### config.mk
export PLATFORM = sky130hd
export DESIGN_NAME = xpt_wr_seq
export DESIGN_NICKNAME = d
export VERILOG_FILES = /design/src/rtl/xpt_wr_pkg.sv /design/src/rtl/xpt_row_map.sv /design/src/rtl/xpt_phase_timer.sv /design/src/rtl/xpt_wr_seq.sv
export SDC_FILE = /design/constraint.sdc
export NUM_CORES = 1
export LEC_CHECK = 0
export BUFFER_PORTS_ARGS = -buffer_cell sky130_fd_sc_hd__buf_4
export CORE_AREA = 2 2 49 51
export DETAILED_ROUTE_END_ITERATION = 8
export DIE_AREA = 0 0 51 53
export PLACE_DENSITY = 0.8
export SETUP_SLACK_MARGIN = 0.3
export SLEW_MARGIN = 20
export SYNTH_ARGS = -nofsm -noshare
export SYNTH_HDL_FRONTEND = slang
export SYNTH_HIERARCHICAL = 1
export SYNTH_SLANG_ARGS = --single-unit
### constraint.sdc
create_clock -name clk -period 2.8 [get_ports clk]
set_input_delay 0.56 -clock clk [delete_from_list [all_inputs] [get_ports clk]]
set_output_delay 0.56 -clock clk [all_outputs]
set_load 0.02 [all_outputs]
### src/rtl/xpt_wr_pkg.sv
package xpt_wr_pkg;

  typedef enum logic [2:0] {
    ST_IDLE   = 3'd0,
    ST_SETUP  = 3'd1,
    ST_STRB   = 3'd2,
    ST_HOLD   = 3'd3,
    ST_CLR    = 3'd4,
    ST_SETTLE = 3'd5
  } seq_state_t;

  // Round a nanosecond rule up to whole clock cycles, never below one.
  function automatic int ns_to_cyc(input int ns, input int clk_ps);
    int c;
    c = (ns * 1000 + clk_ps - 1) / clk_ps;
    if (c < 1) c = 1;
    return c;
  endfunction

endpackage

### src/rtl/xpt_row_map.sv
module xpt_row_map #(
  parameter int ROW_W = 4
) (
  input  logic [ROW_W-1:0] row_in,
  output logic [ROW_W-1:0] code_out
);
  // Logical rows 6..11 sit two codes higher; rows 12/13 fill codes 6/7.
  always_comb begin
    if (row_in < ROW_W'(6))
      code_out = row_in;
    else if (row_in < ROW_W'(12))
      code_out = row_in + ROW_W'(2);
    else if (row_in < ROW_W'(14))
      code_out = row_in - ROW_W'(6);
    else
      code_out = row_in;
  end
endmodule

### src/rtl/xpt_phase_timer.sv
module xpt_phase_timer #(
  parameter int CNT_W = 5
) (
  input  logic             clk,
  input  logic             rst,
  input  logic             load,
  input  logic [CNT_W-1:0] load_val,
  output logic             done
);
  logic [CNT_W-1:0] cnt;

  always_ff @(posedge clk) begin
    if (rst)
      cnt <= '0;
    else if (load)
      cnt <= load_val;
    else if (cnt != '0)
      cnt <= cnt - CNT_W'(1);
  end

  assign done = (cnt == '0);
endmodule

### src/rtl/xpt_wr_seq.sv
module xpt_wr_seq
  import xpt_wr_pkg::*;
#(
  parameter int ROW_W     = 4,
  parameter int COL_W     = 3,
  parameter int CLK_PS    = 5000,
  parameter int SETUP_NS  = 10,
  parameter int STRB_NS   = 20,
  parameter int HOLD_NS   = 10,
  parameter int RST_NS    = 40,
  parameter int SETTLE_NS = 100,
  parameter bit SETTLE_EN = 1'b1
) (
  input  logic                   clk,
  input  logic                   rst,
  input  logic                   cmd_valid,
  output logic                   cmd_ready,
  input  logic                   cmd_clear,
  input  logic [ROW_W-1:0]       cmd_row,
  input  logic [COL_W-1:0]       cmd_col,
  input  logic                   cmd_on,
  output logic                   xp_cs,
  output logic [ROW_W+COL_W-1:0] xp_addr,
  output logic                   xp_data,
  output logic                   xp_strobe,
  output logic                   xp_reset
);
  localparam int SETUP_CYC  = ns_to_cyc(SETUP_NS, CLK_PS);
  localparam int STRB_CYC   = ns_to_cyc(STRB_NS, CLK_PS);
  localparam int HOLD_CYC   = ns_to_cyc(HOLD_NS, CLK_PS);
  localparam int RST_CYC    = ns_to_cyc(RST_NS, CLK_PS);
  localparam int SETTLE_CYC = ns_to_cyc(SETTLE_NS, CLK_PS);
  localparam int MAX_A      = (SETUP_CYC > STRB_CYC) ? SETUP_CYC : STRB_CYC;
  localparam int MAX_B      = (HOLD_CYC > RST_CYC) ? HOLD_CYC : RST_CYC;
  localparam int MAX_C      = (MAX_A > MAX_B) ? MAX_A : MAX_B;
  localparam int MAX_CYC    = (MAX_C > SETTLE_CYC) ? MAX_C : SETTLE_CYC;
  localparam int CNT_W      = $clog2(MAX_CYC + 1);

  seq_state_t       state, state_nx;
  logic             tmr_load, tmr_done;
  logic [CNT_W-1:0] tmr_val;
  logic [ROW_W-1:0] row_code;

  xpt_row_map #(.ROW_W(ROW_W)) u_map (
    .row_in  (cmd_row),
    .code_out(row_code)
  );

  xpt_phase_timer #(.CNT_W(CNT_W)) u_tmr (
    .clk     (clk),
    .rst     (rst),
    .load    (tmr_load),
    .load_val(tmr_val),
    .done    (tmr_done)
  );

  // Next-state and timer reload
  always_comb begin
    state_nx = state;
    tmr_load = 1'b0;
    tmr_val  = '0;
    case (state)
      ST_IDLE: if (cmd_valid && cmd_ready) begin
        tmr_load = 1'b1;
        if (cmd_clear) begin
          state_nx = ST_CLR;
          tmr_val  = CNT_W'(RST_CYC - 1);
        end else begin
          state_nx = ST_SETUP;
          tmr_val  = CNT_W'(SETUP_CYC - 1);
        end
      end
      ST_SETUP: if (tmr_done) begin
        state_nx = ST_STRB;
        tmr_load = 1'b1;
        tmr_val  = CNT_W'(STRB_CYC - 1);
      end
      ST_STRB: if (tmr_done) begin
        state_nx = ST_HOLD;
        tmr_load = 1'b1;
        tmr_val  = CNT_W'(HOLD_CYC - 1);
      end
      ST_HOLD, ST_CLR: if (tmr_done) begin
        if (SETTLE_EN) begin
          state_nx = ST_SETTLE;
          tmr_load = 1'b1;
          tmr_val  = CNT_W'(SETTLE_CYC - 1);
        end else begin
          state_nx = ST_IDLE;
        end
      end
      ST_SETTLE: if (tmr_done) state_nx = ST_IDLE;
      default: state_nx = ST_IDLE;
    endcase
  end

  // Registered outputs
  always_ff @(posedge clk) begin
    if (rst) begin
      state     <= ST_IDLE;
      cmd_ready <= 1'b1;
      xp_cs     <= 1'b0;
      xp_strobe <= 1'b0;
      xp_reset  <= 1'b0;
      xp_addr   <= '0;
      xp_data   <= 1'b0;
    end else begin
      state <= state_nx;
      case (state)
        ST_IDLE: if (cmd_valid && cmd_ready) begin
          cmd_ready <= 1'b0;
          if (cmd_clear) begin
            xp_reset <= 1'b1;
          end else begin
            xp_cs   <= 1'b1;
            xp_addr <= {cmd_col, row_code};
            xp_data <= cmd_on;
          end
        end
        ST_SETUP: if (tmr_done) xp_strobe <= 1'b1;
        ST_STRB:  if (tmr_done) xp_strobe <= 1'b0;
        ST_HOLD: if (tmr_done) begin
          xp_cs <= 1'b0;
          if (!SETTLE_EN) cmd_ready <= 1'b1;
        end
        ST_CLR: if (tmr_done) begin
          xp_reset <= 1'b0;
          if (!SETTLE_EN) cmd_ready <= 1'b1;
        end
        ST_SETTLE: if (tmr_done) cmd_ready <= 1'b1;
        default: ;
      endcase
    end
  end

  AST_STROBE_NEEDS_CS: assert property (@(posedge clk) disable iff (rst)
    xp_strobe |-> xp_cs);
  AST_IDLE_QUIET: assert property (@(posedge clk) disable iff (rst)
    cmd_ready |-> (!xp_cs && !xp_strobe && !xp_reset));
  AST_NO_RESET_WITH_CS: assert property (@(posedge clk) disable iff (rst)
    xp_reset |-> !xp_cs);
  AST_FIELDS_STABLE: assert property (@(posedge clk) disable iff (rst)
    (xp_cs && $past(xp_cs)) |-> ($stable(xp_addr) && $stable(xp_data)));
  AST_CS_BEFORE_STROBE: assert property (@(posedge clk) disable iff (rst)
    $rose(xp_strobe) |-> $past(xp_cs));
  AST_CS_AFTER_STROBE: assert property (@(posedge clk) disable iff (rst)
    $fell(xp_strobe) |-> xp_cs);
  AST_BUSY_AFTER_ACCEPT: assert property (@(posedge clk) disable iff (rst)
    (cmd_valid && cmd_ready) |=> !cmd_ready);
endmodule

Yosys cells after proc, flatten, opt, wreduce, memory -nomap -nowiden --
Index checks and enable logic that the tools add are counted.
Operators by class: $add $sub $neg 3, magnitude comparators 3, eq/ne operators 14, mux-type cells 32, bitwise logic cells 1, reductions and logical operators 17
Operators by type and width (count):
- $mux 3 | 8
- $pmux 5 s4 | 1
- $ne 2x2->1 const B | 9
- $mux 5 | 3
- $pmux 3 s5 | 1
- $mux 4 | 3
- $mux 1 | 10
- $pmux 1 s2 | 5
- $reduce_bool 2->1 | 5
- $reduce_and 3->1 | 3
- $lt 4x4->1 const B | 2
- $reduce_and 4->1 | 2
- $eq 3x2->1 const B | 2
- $eq 3x3->1 const B | 2
- $logic_not 5->1 | 1
- $reduce_and 5->1 | 1
- $reduce_bool 5->1 | 1
- $sub 5x1->5 const B | 1
- $add 4x2->4 const B | 1
- $lt 4x3->1 const B | 1
- $reduce_or 4->1 | 1
- $sub 4x3->4 const B | 1
- $eq 3x1->1 const B | 1
- $logic_not 3->1 | 1
- other kinds (4) | 4
Storage, ports and cells: register bits 20, logic and storage cells 78

Logic depth before layout (Yosys ltp) --
Gate-level depths: netlist (run 1).
depth after elaboration 4, gate-level depth with buffers 10, mapped depth without buffers 10

Modules after synthesis --
Netlist (run 1), hierarchy kept.
By module, submodules not included:
- xpt_wr_seq | instances 1, cells an instance 84, area each 739.5 um2, seq. area each 300.3 um2
- xpt_phase_timer | instances 1, cells an instance 32, area each 287.8 um2, seq. area each 100.1 um2
- xpt_row_map | instances 1, cells an instance 5, area each 52.6 um2, seq. area each 0.0 um2

Worst setup path after synthesis (run 1) --
OpenSTA, ideal clock, no wires.
kind register -> register, start point register u_tmr.cnt[0], end point register u_tmr.cnt[1], setup time 0.122 ns, arrival time 2.438 ns, required time 2.678 ns, slack 0.240 ns, stages on the path, launching flop included 11, buffers on the path 0, cell sequence dfxtp_1 > inv_1 > ha_1 > nor4b_4 > inv_1 > nor2_1 > a31oi_1 > o21ai_0 > inv_1 > and4_2 > a311o_1
On the way: word-level cells in the longest chain between the ends 4
RTL lines:
- start: declaration | RTL line xpt_phase_timer.sv:10 | logic [CNT_W-1:0] cnt;
- start signal: assignment | RTL line xpt_phase_timer.sv:16 | cnt <= load_val;
- start signal: assignment | RTL line xpt_phase_timer.sv:18 | cnt <= cnt - CNT_W'(1);
- $logic_not 5->1 * | RTL line xpt_phase_timer.sv:21 | assign done = (cnt == '0);
- via tmr_done | RTL line xpt_wr_seq.sv:40 | logic tmr_load, tmr_done;
- $mux 1 * | RTL line xpt_wr_seq.sv:73, xpt_wr_seq.sv:78
- $pmux 1 s2 * | RTL line xpt_wr_seq.sv:62 | case (state)
- via tmr_load | RTL line xpt_wr_seq.sv:40
- $mux 5 or $reduce_bool 2->1 (tied branches)
Mark *: on every way through the listed nets, which the timed path passes. The rest lies on a longest branch. The select of a mux whose other input is x is not followed. A chain may end at the register's enable or synchronous reset.

Worst setup path after layout (run 1) --
Same ends and word-level chain as after synthesis.

==> results of run 1 <==
[through the flow]
step | util | instances
finish | 0.611 | 173
detailed placement | 0.583 | 168
global placement | 0.583 | 168
global route | 0.611 | 173
CTS | 0.607 | 172
floorplan | - | 121
[power groups by stage]
stage               sequential [uW]  combinational, uW  clock [uW]
floorplan                       440                418           0
global placement                440                543           0
detailed placement              443                560           0
CTS                             438                569         239
global route                    451                643         247
finish                          439                584         233
[sequential cells by signal, summed over array words and instances, names as in the netlist]
signal	flops
xp_addr	7
u_tmr/cnt	5
state	3
cmd_ready	1
xp_cs	1
xp_data	1
xp_reset	1
xp_strobe	1
[cells by family after synthesis]
kind of cell | after synthesis | share of synthesized area
simple gates | 45 | 0.249
compound gates | 23 | 0.138
flops | 20 | 0.371
buf+inv | 16 | 0.0811
mux | 12 | 0.122
xor+xnor | 3 | 0.0243
fa+ha+maj | 1 | 0.0116
other cells | 1 | 0.00347
[worst max-delay path, stage by stage, from the launching register on]
cell,delay (ps)
dfxtp_1,340
inv_1,70
ha_1,200
nor4b_4,320
buf_4,210
nand3_1,130
o21ai_1,140
buf_4,160
inv_1,100
and4_2,220
a311o_1,260
[layer usage]
metal | vias up | global-route usage | share of wire
li1 | 467 | - | -
met1 | 433 | 0.200 | 0.44
met2 | 23 | 0.318 | 0.52
met3 | 0 | 0.0254 | 0.041
met4 | 0 | 0.0495 | 0
met5 | - | 0 | 0
[final timing paths]
| check | from | endpoint | slack [ps] | cells past startpoint |
|---|---|---|---|---|
| worst min-delay path | xp_cs | xp_cs | 480 | 2 |
| worst max-delay path | u_tmr/cnt[0] | u_tmr/cnt[1] | 550 | 10 |
| worst max register to register | u_tmr/cnt[0] | u_tmr/cnt[1] | 550 | 10 |
| worst min register to register | xp_cs | xp_cs | 480 | 2 |
[layout make-up]
class,instances,area [um^2],area share
clock buffer,3,22.5,0.0172
clock inverter,1,30.0,0.0229
inverter,10,37.5,0.0286
multi-input combinational,85,592,0.451
sequential,20,400,0.305
tap,28,35.0,0.0267
timing repair buffer,26,195,0.149
[cell usage after synthesis (2+ instances only)]
cell type	number
nor3_1	3
buf_6	3
o21ai_0	6
mux2i_1	9
nand2b_1	3
o221ai_1	2
inv_1	10
nand3_1	3
mux2_4	2
nor2b_1	2
nor4b_4	2
xnor2_1	2
dfxtp_1	20
nand3b_1	2
a21oi_1	8
nand2_1	10
nor2_1	13
o211ai_1	2
[what timing repair did]
action	4_1_cts	5_1_grt
gates resized for setup	0	0
endpoints found under the setup margin	0	1
buffers inserted	0	1
[layout by cell type (no fill, tap or decap), types with 2 or more instances in the layout]
master     n
a21oi_1    8
buf_4     26
clkbuf_4   3
dfxtp_1   20
inv_1     10
mux2_4     2
mux2i_1    9
nand2_1   10
nand2b_1   3
nand3_1    3
nand3b_1   2
nor2_1    13
nor2b_1    2
nor3_1     3
nor4b_4    2
o211ai_1   2
o21ai_0    5
o221ai_1   2
xnor2_1    2
==> summary.md, run 1 <==
| Metric | Value |
|---|---|
| Root buf cell | `clkbuf_4` |
| PortBufs | `23` |
| Register area share after synthesis | `0.371` |
| DIE HEIGHT | `53 um` |
| ANT cells | `0` |
| WP data arrival | `2450 ps` |
| Max Cap Viol | `0` |
| Fill count | `177` |
| Post-synth EDFFs | `0` |
| Post-synth top area share | `0.371` |
| Layout Skew | `6.75 ps` |
| Ys async rst share | `0` |
| Initial drt markers | `29` |
| Crit path max fanout | `7` |
| GP Congestion | `0.900` |
| Maximum clock rate | `0.444 GHz` |
| Setup-failing EPs final | `0` |
| Unrepaired setup endpoints after global routing | `false` |
| Crit Path Category | `reg2reg` |
| Layout area overhead | `21.6%` |
| Antenna violations before repair | `0` |
| Wire per inst | `12.5 um` |
| Initial core utilization | `0.503` |
| Critical path startpoint category | `register` |
| Sw frac | `0.382` |
| Synthesis-stage register bit count | `20` |
| Placed Area | `1250 um^2` |
| WP data required | `3000 ps` |
| Hpwl dp | `1560 um` |
| Boundary Pins | `24` |
| Synth area leaders | `dfxtp_1 37%, mux2i_1 8.3%, nor2_1 4.5%` |
| Pre-Repair DR Iteration Count | `4` |
| Gate power share | `0.465` |
| # hold bufs at CTS | `0` |
| Inserted Clock Buffers | `3` |
| Largest net degree at the start of global routing | `23` |
| Via count | `923` |
| Gr usage total | `0.170` |
| Fin area | `1310 um^2` |
| Nets | `159` |
| Worst Hold Slack | `477 ps` |
| Later-pin clock latency in the skew report | `290 ps` |
| Number of H-tree levels | `1` |
| Final Cycle Share | `0.805` |
| Clock slew seen by the registers of the worst setup and hold paths | `120 ps` |
| Power Internal | `776 uW` |
| Vias in the first global route | `886` |
| ANT nets after route | `0` |
| Min Tclk post-route | `2250 ps` |
| Hold Crit Class | `reg2reg` |
| Final Hold Violating Endpoints | `0` |
| Routed via count divided by cell count | `5.34` |
| Slew margin rel. | `0.657` |
| Longest Clk Path Bufs | `2` |
| Core Footprint | `2150 um^2` |
| CTS tree | `done` |
| Clk pwr share | `0.186` |
| CP Capture Type | `register` |
| Flop pwr share | `0.350` |
| Total power | `1260 uW` |
| Syn Area/Cell | `8.92 um^2` |
| Synth unique cells | `37` |
| Leakage power | `0.000605 uW` |
| Slack of the critical path | `546 ps` |
| Num rows | `17` |
| Dominant synthesized flop cell | `dfxtp_1` |
| Residual DRC count | `0` |
| Mapped Area | `1080 um^2` |
| Die area | `2700 um^2` |
| Least-Margin Pin Slew | `514 ps` |
| Sw power | `481 uW` |
| Sink Count | `20` |
| Die width | `51 um` |
| Outcome | `completed` |
| Yosys top cell by area | `dfxtp_1` |
| Sum of negative setup slack | `0 ps` |
| Total gr overflow | `0` |
| Synth Instances | `121` |
| Pwr Density | `958 nW/um^2` |
| Syn Nets | `134` |
| Drt total wl | `2160 um` |
| VDD IR max | `0.543 mV` |
| Pre-CTS setup slack | `496 ps` |
| Ratio of cells with drive above 1 in the final layout | `0.276` |
| Slew Viols, Final | `0` |
| Syn. warnings | `6` |
| First-pass GRT wire length | `3560 um` |
No activity file was read; power rests on OpenSTA's default activity.
==> run 2, diff against run 1 <==
- CORE_AREA: 2 2 49 51 -> 2 2 51 53
- DIE_AREA: 0 0 51 53 -> 0 0 53 55
- PLACE_DENSITY: 0.8 -> 0.78
- clock period: 2.8 -> 1.9 ns (I/O delays scaled with it)
==> summary.md, run 2 (synthesis results as in run 1) <==
| Metric | Value |
|---|---|
| Fin area | `1470 um^2 (+12%)` |
| Residual DRC count | `0 (unchanged)` |
| Most common cell on crit path | `inv_2` |
| ANT cells | `0 (unchanged)` |
| Core Footprint | `2360 um^2 (+10%)` |
| First-pass GRT wire length | `3620 um (+1.5%)` |
| GP Congestion | `0.826 (-8.2%)` |
| Power Internal | `1350 uW (+74%)` |
| Worst Hold Slack | `307 ps (-170 ps)` |
| Total gr overflow | `0 (unchanged)` |
| Layout Skew | `6.84 ps (+0.0888 ps)` |
| Die width | `53 um (+3.9%)` |
| Highest Signal Layer | `met3` |
| Initial core utilization | `0.457 (-0.0460)` |
| Boundary Pins | `24 (unchanged)` |
| Slew Viols, Final | `0 (unchanged)` |
| Hold Crit Class | `in2reg` |
| DIE HEIGHT | `55 um (+3.8%)` |
| Flop pwr share | `0.287 (-0.063)` |
| Initial drt markers | `23 (-21%)` |
| Via count | `974 (+5.5%)` |
| Setup-failing EPs final | `0 (unchanged)` |
| Slowest Stage Delay on Critical Path | `350 ps (about the same)` |
| Routed length on met1 | `1040 um (+10%)` |
| Pre-Repair DR Iteration Count | `4 (unchanged)` |
| Sw frac | `0.382 (about the same)` |
| Crit Path Category | `reg2reg` |
| Largest regs | `xp_addr x7, u_tmr/cnt x5, state x3` |
| Clock slew seen by the registers of the worst setup and hold paths | `120 ps (about the same)` |
| ANT nets after route | `0 (unchanged)` |
| Outcome | `completed` |
| Crit path max fanout | `3 (-4)` |
| Sw power | `836 uW (+74%)` |
| Root buf cell | `clkbuf_4` |
| Worst path cell trace | `inv_2 -> ha_4 -> nor4b_4 -> inv_2 -> nor2_2 -> a31oi_2 -> o21ai_2 -> inv_2 -> and4_4 -> a311o_1` |
| Sink Count | `20 (unchanged)` |
| Nets | `170 (+6.9%)` |
| Total power | `2190 uW (+74%)` |
| Most frequent cells in the layout | `36 x buf_4, 18 x dfxtp_1, 10 x nor2_1, 9 x nand2_1, 9 x mux2i_1` |
| CTS tree | `done` |
| PortBufs | `23 (unchanged)` |
| Final Hold Violating Endpoints | `0 (unchanged)` |
| Largest net degree at the start of global routing | `23 (unchanged)` |
| Largest Register | `xp_addr` |
| Drt total wl | `2370 um (+9.7%)` |
| Hpwl dp | `1570 um (+0.66%)` |
| Least-Margin Pin Slew | `516 ps (+1.54 ps)` |
| Max Cap Viol | `0 (unchanged)` |
| CP Capture Type | `register` |
| Antenna violations before repair | `0 (unchanged)` |
| Final Cycle Share | `0.986 (+0.181)` |
| Placed Area | `1300 um^2 (+3.6%)` |
| Pwr Density | `1490 nW/um^2 (+56%)` |
| Ratio of cells with drive above 1 in the final layout | `0.436 (+0.160)` |
| Maximum clock rate | `0.534 GHz (+20%)` |
| Unrepaired setup endpoints after global routing | `true` |
| Vias in the first global route | `847 (-4.4%)` |
| Max reg flops | `7 (unchanged)` |
| Met3 WL post-DR | `88 um (-1.1%)` |
| Leakage power | `0.000669 uW (+11%)` |
| Inserted Clock Buffers | `3 (unchanged)` |
| Gate power share | `0.555 (+0.090)` |
| Slew margin rel. | `0.656 (-0.00103)` |
| Critical path startpoint category | `register` |
| # hold bufs at CTS | `0 (unchanged)` |
| VDD IR max | `1.11 mV (+100%)` |
| WP data arrival | `2060 ps (-390 ps)` |
| Later-pin clock latency in the skew report | `300 ps (about the same)` |
| Clk pwr share | `0.157 (-0.029)` |
| Num rows | `18 (+1)` |
| Min Tclk post-route | `1870 ps (-380 ps)` |
| Die area | `2920 um^2 (+7.8%)` |
| WP data required | `2090 ps (-910 ps)` |
| DR WL met2 | `1240 um (+10%)` |
| Gr usage total | `0.163 (-0.00707)` |
| Commonest non-fill, non-tap cell in the layout | `buf_4` |
| Wire per inst | `12.7 um (+2.1%)` |
| Longest Clk Path Bufs | `2 (unchanged)` |
| Layout area overhead | `35.7%` |
| Routed via count divided by cell count | `5.24 (-1.8%)` |
| Critical path's slowest cell | `dfxtp_2` |
| Number of H-tree levels | `1 (unchanged)` |
==> run 2: area by class of cell <==
cell class,count,area [um^2]
clock buffer,3,22.5
clock inverter,1,30.0
fill,199,900
inverter,10,37.5
multi-input combinational,85,653
sequential,20,403
tap,30,37.5
timing repair buffer,37,282
==> run 2: path summary, 6_finish.rpt <==
| check | startpoint | to | slack (ps) | depth (start not counted) |
|---|---|---|---|---|
| min | cmd_col[2] | xp_addr[6] | 310 | 3 |
| max | u_tmr/cnt[0] | u_tmr/cnt[1] | 30 | 10 |
| min reg2reg | xp_reset | xp_reset | 480 | 2 |
| max reg2reg | u_tmr/cnt[0] | u_tmr/cnt[1] | 30 | 10 |
==> run 2: timing repair <==
| action | 4_1_cts | 5_1_grt |
|---|---|---|
| resized for setup | 5 | 9 |
| setup endpoints to repair | 6 | 15 |
| setup buffers | 7 | 2 |
| pin swaps | 3 | 6 |
==> run 2: routing by layer <==
metal,vias to the layer above,global-route usage
met5,-,0
met4,0,0.0385
met3,0,0.0215
met2,22,0.296
met1,461,0.206
li1,491,-
==> run 2: through the flow <==
| stage | setup WS, ps | TNS [ps] | cells | utilization |
|---|---|---|---|---|
| finish | 26.6 | 0 | 186 | 0.620 |
| global route | -59.2 | -63.3 | 186 | 0.620 |
| CTS | 122 | 0 | 184 | 0.598 |
| detailed placement | 22.2 | 0 | 173 | 0.549 |
| global placement | 112 | 0 | 173 | 0.549 |
| floorplan | -225 | -326 | 121 | - |
==> run 2: power by group through the flow <==
stage	clock network (uW)	registers, uW	logic (uW)
6_report	344	629	1210
5_1_grt	366	639	1320
4_1_cts	350	626	1090
3_5_place_dp	0	636	913
3_3_place_gp	0	630	893
2_1_floorplan	0	654	653
==> run 2: critical path, delay by kind of cell (launching register included) <==
| kind | cells | cell delay (ps) |
|---|---|---|
| and+or+nand+nor | 3 | 510 |
| AOI/OAI and AO/OA | 3 | 570 |
| buffers and inverters | 3 | 210 |
| DFF | 1 | 350 |
| adders and majority gates | 1 | 120 |
==> run 3, diff against run 2 <==
- CORE_AREA: 2 2 51 53 -> 5 5 54 56
- DIE_AREA: 0 0 53 55 -> 0 0 59 61
==> summary.md, run 3 (synthesis results as in run 1) <==
| Metric | Value |
|---|---|
| Largest net degree at the start of global routing | `23 (unchanged)` |
| Total gr overflow | `0 (unchanged)` |
| Crit path buf inv count | `3 (unchanged)` |
| Critical path depth | `10 (unchanged)` |
| Worst R2R Path Depth | `10 (unchanged)` |
| Longest Clk Path Bufs | `2 (unchanged)` |
| Fin area | `1410 um^2 (-3.5%)` |
| Slowest Stage Delay on Critical Path | `340 ps (about the same)` |
| Worst path top cell family by delay | `compound AO/OA/AOI/OAI gates` |
| Slack of the critical path | `94.4 ps (+67.8 ps)` |
| Later-pin clock latency in the skew report | `300 ps (about the same)` |
| Crit Reg-Reg Endpoint | `u_tmr/cnt[1]` |
| ANT cells | `0 (unchanged)` |
| First-pass GRT wire length | `4060 um (+12%)` |
| Root buf cell | `clkbuf_4` |
| Inserted Clock Buffers | `3 (unchanged)` |
| Nets | `169 (-0.59%)` |
| Critical path's slowest cell | `dfxtp_2` |
| DIE HEIGHT | `61 um (+11%)` |
| Largest Register | `xp_addr` |
| Leakage power | `0.000654 uW (-2.3%)` |
| Cell total after placement | `174 (+0.58%)` |
| Die width | `59 um (+11%)` |
| Via count | `978 (+0.41%)` |
| Residual DRC count | `0 (unchanged)` |
| Final Hold Violating Endpoints | `0 (unchanged)` |
| Commonest non-fill, non-tap cell in the layout | `buf_4` |
| Most common cell on crit path | `inv_2` |
| Core Footprint | `2390 um^2 (+0.95%)` |
| R2R setup slack | `90 ps (+70 ps)` |
| Initial core utilization | `0.452 (-0.00431)` |
| GP Congestion | `0.809 (-2.0%)` |
| Max reg flops | `7 (unchanged)` |
| Most frequent cells in the layout | `35 x buf_4, 18 x dfxtp_1, 11 x nor2_1, 10 x nand2_1, 9 x mux2i_1` |
| Pre-Repair DR Iteration Count | `4 (unchanged)` |
| Worst R2R Start | `u_tmr/cnt[1]` |
| WP data required | `2090 ps (about the same)` |
| Final Cycle Share | `0.950 (-0.0357)` |
| Unrepaired setup endpoints after global routing | `true` |
| Ratio of cells with drive above 1 in the final layout | `0.387 (-0.0488)` |
| CP Capture Type | `register` |
| Antenna violations before repair | `0 (unchanged)` |
| Largest regs | `xp_addr x7, u_tmr/cnt x5, state x3` |
| Max Cap Viol | `0 (unchanged)` |
| ANT nets after route | `0 (unchanged)` |
| Hold Crit Class | `in2reg` |
| Cell count of the worst hold path | `3 (unchanged)` |
| Placed Area | `1310 um^2 (+0.58%)` |
| Number of H-tree levels | `1 (unchanged)` |
| Sum of negative setup slack | `0 ps (unchanged)` |
| Total power | `1980 uW (-9.4%)` |
| Crit path max fanout | `3 (unchanged)` |
| Sink Count | `20 (unchanged)` |
| CTS tree | `done` |
| Outcome | `completed` |
| VDD IR max | `0.733 mV (-34%)` |
| Initial drt markers | `11 (-52%)` |
| Pre-CTS setup slack | `43.0 ps (+20.7 ps)` |
| Min Tclk post-route | `1810 ps (-67.8 ps)` |
| Num rows | `18 (unchanged)` |
| Met3 GRT Util | `0.0340 (+0.0125)` |
| PortBufs | `23 (unchanged)` |
| Non-Filler Instances | `185 (-0.54%)` |
| Crit Path Category | `reg2reg` |
| Drt total wl | `2480 um (+4.6%)` |
| Slew Viols, Final | `0 (unchanged)` |
| Layout Skew | `5.82 ps (-1.02 ps)` |
| Boundary Pins | `24 (unchanged)` |
| Met2 usage | `0.263 (-0.0324)` |
| Die area | `3600 um^2 (+23%)` |
| Setup-failing EPs final | `0 (unchanged)` |
| Gr usage total | `0.146 (-0.0170)` |
| Fill count | `224 (+13%)` |
| Busiest grt layer | `met2` |
| Routed via count divided by cell count | `5.29 (+0.95%)` |
| Hold Startpoint | `cmd_col[2]` |
| Maximum clock rate | `0.554 GHz (+3.8%)` |
| Critical path startpoint category | `register` |
| # hold bufs at CTS | `0 (unchanged)` |
| WP data arrival | `1990 ps (-70 ps)` |
| WHS Endpoint | `xp_addr[6]` |
| Hpwl dp | `1730 um (+9.9%)` |
| Layout area overhead | `30.9%` |
| Clock slew seen by the registers of the worst setup and hold paths | `110 ps (about the same)` |
| Worst path cell trace | `inv_2 -> ha_4 -> nor4b_4 -> inv_1 -> nor2_1 -> a31oi_1 -> o21ai_2 -> inv_2 -> and4_4 -> a311o_1` |
| Wire per inst | `13.4 um (+5.1%)` |
| Pwr Density | `1400 nW/um^2 (-6.1%)` |
| Met1 GRT Util | `0.168 (-0.0385)` |
| Vias in the first global route | `937 (+11%)` |
==> run 3: metal layers <==
metal	routed length, um	up-vias
li1	-	488
met1	1070	473
met2	1300	17
met3	109	0
met4	0	0
met5	0	-
==> run 3: worst max path at each step <==
stage,from,to
CTS,u_tmr/cnt[0],u_tmr/cnt[1]
detailed placement,u_tmr/cnt[1],u_tmr/cnt[1]
global route,u_tmr/cnt[1],u_tmr/cnt[1]
finish,u_tmr/cnt[1],u_tmr/cnt[1]
floorplan,u_tmr/cnt[1],u_tmr/cnt[1]
global placement,u_tmr/cnt[1],u_tmr/cnt[1]
==> run 3: power breakdown <==
| part | switching, uW | internal [uW] |
|---|---|---|
| combinational | 565 | 556 |
| sequential | 95.4 | 519 |
| clock | 130 | 117 |
==> run 3: timing repair <==
item                                    4_1_cts  5_1_grt
buffers inserted                              4        3
endpoints found under the setup margin        6       17
pin swaps                                     6        4
resized for setup                             2        5
==> run 3: through the flow <==
stage | util | hold slack (ps)
after floorplan | - | 445
after global placement | 0.547 | 452
after detailed placement | 0.547 | 457
after CTS | 0.576 | 309
after global routing | 0.592 | 304
final | 0.592 | 312
==> run 3: worst reg2reg max path, stage by stage (launching register included) <==
cell and delay [ps]:
dfxtp_2 340, inv_2 60, ha_4 130, nor4b_4 230, inv_1 90, nor2_1 100
a31oi_1 70, o21ai_2 230, inv_2 50, and4_4 140, a311o_1 270
==> run 3: area by class of cell <==
type | count | area [um^2] | share of cell area
Tap cell | 30 | 37.5 | 0.0265
Inverter | 10 | 37.5 | 0.0265
Timing Repair Buffer | 36 | 274 | 0.194
Sequential cell | 20 | 403 | 0.285
Clock buffer | 4 | 36.3 | 0.0257
Multi-Input combinational cell | 85 | 626 | 0.442
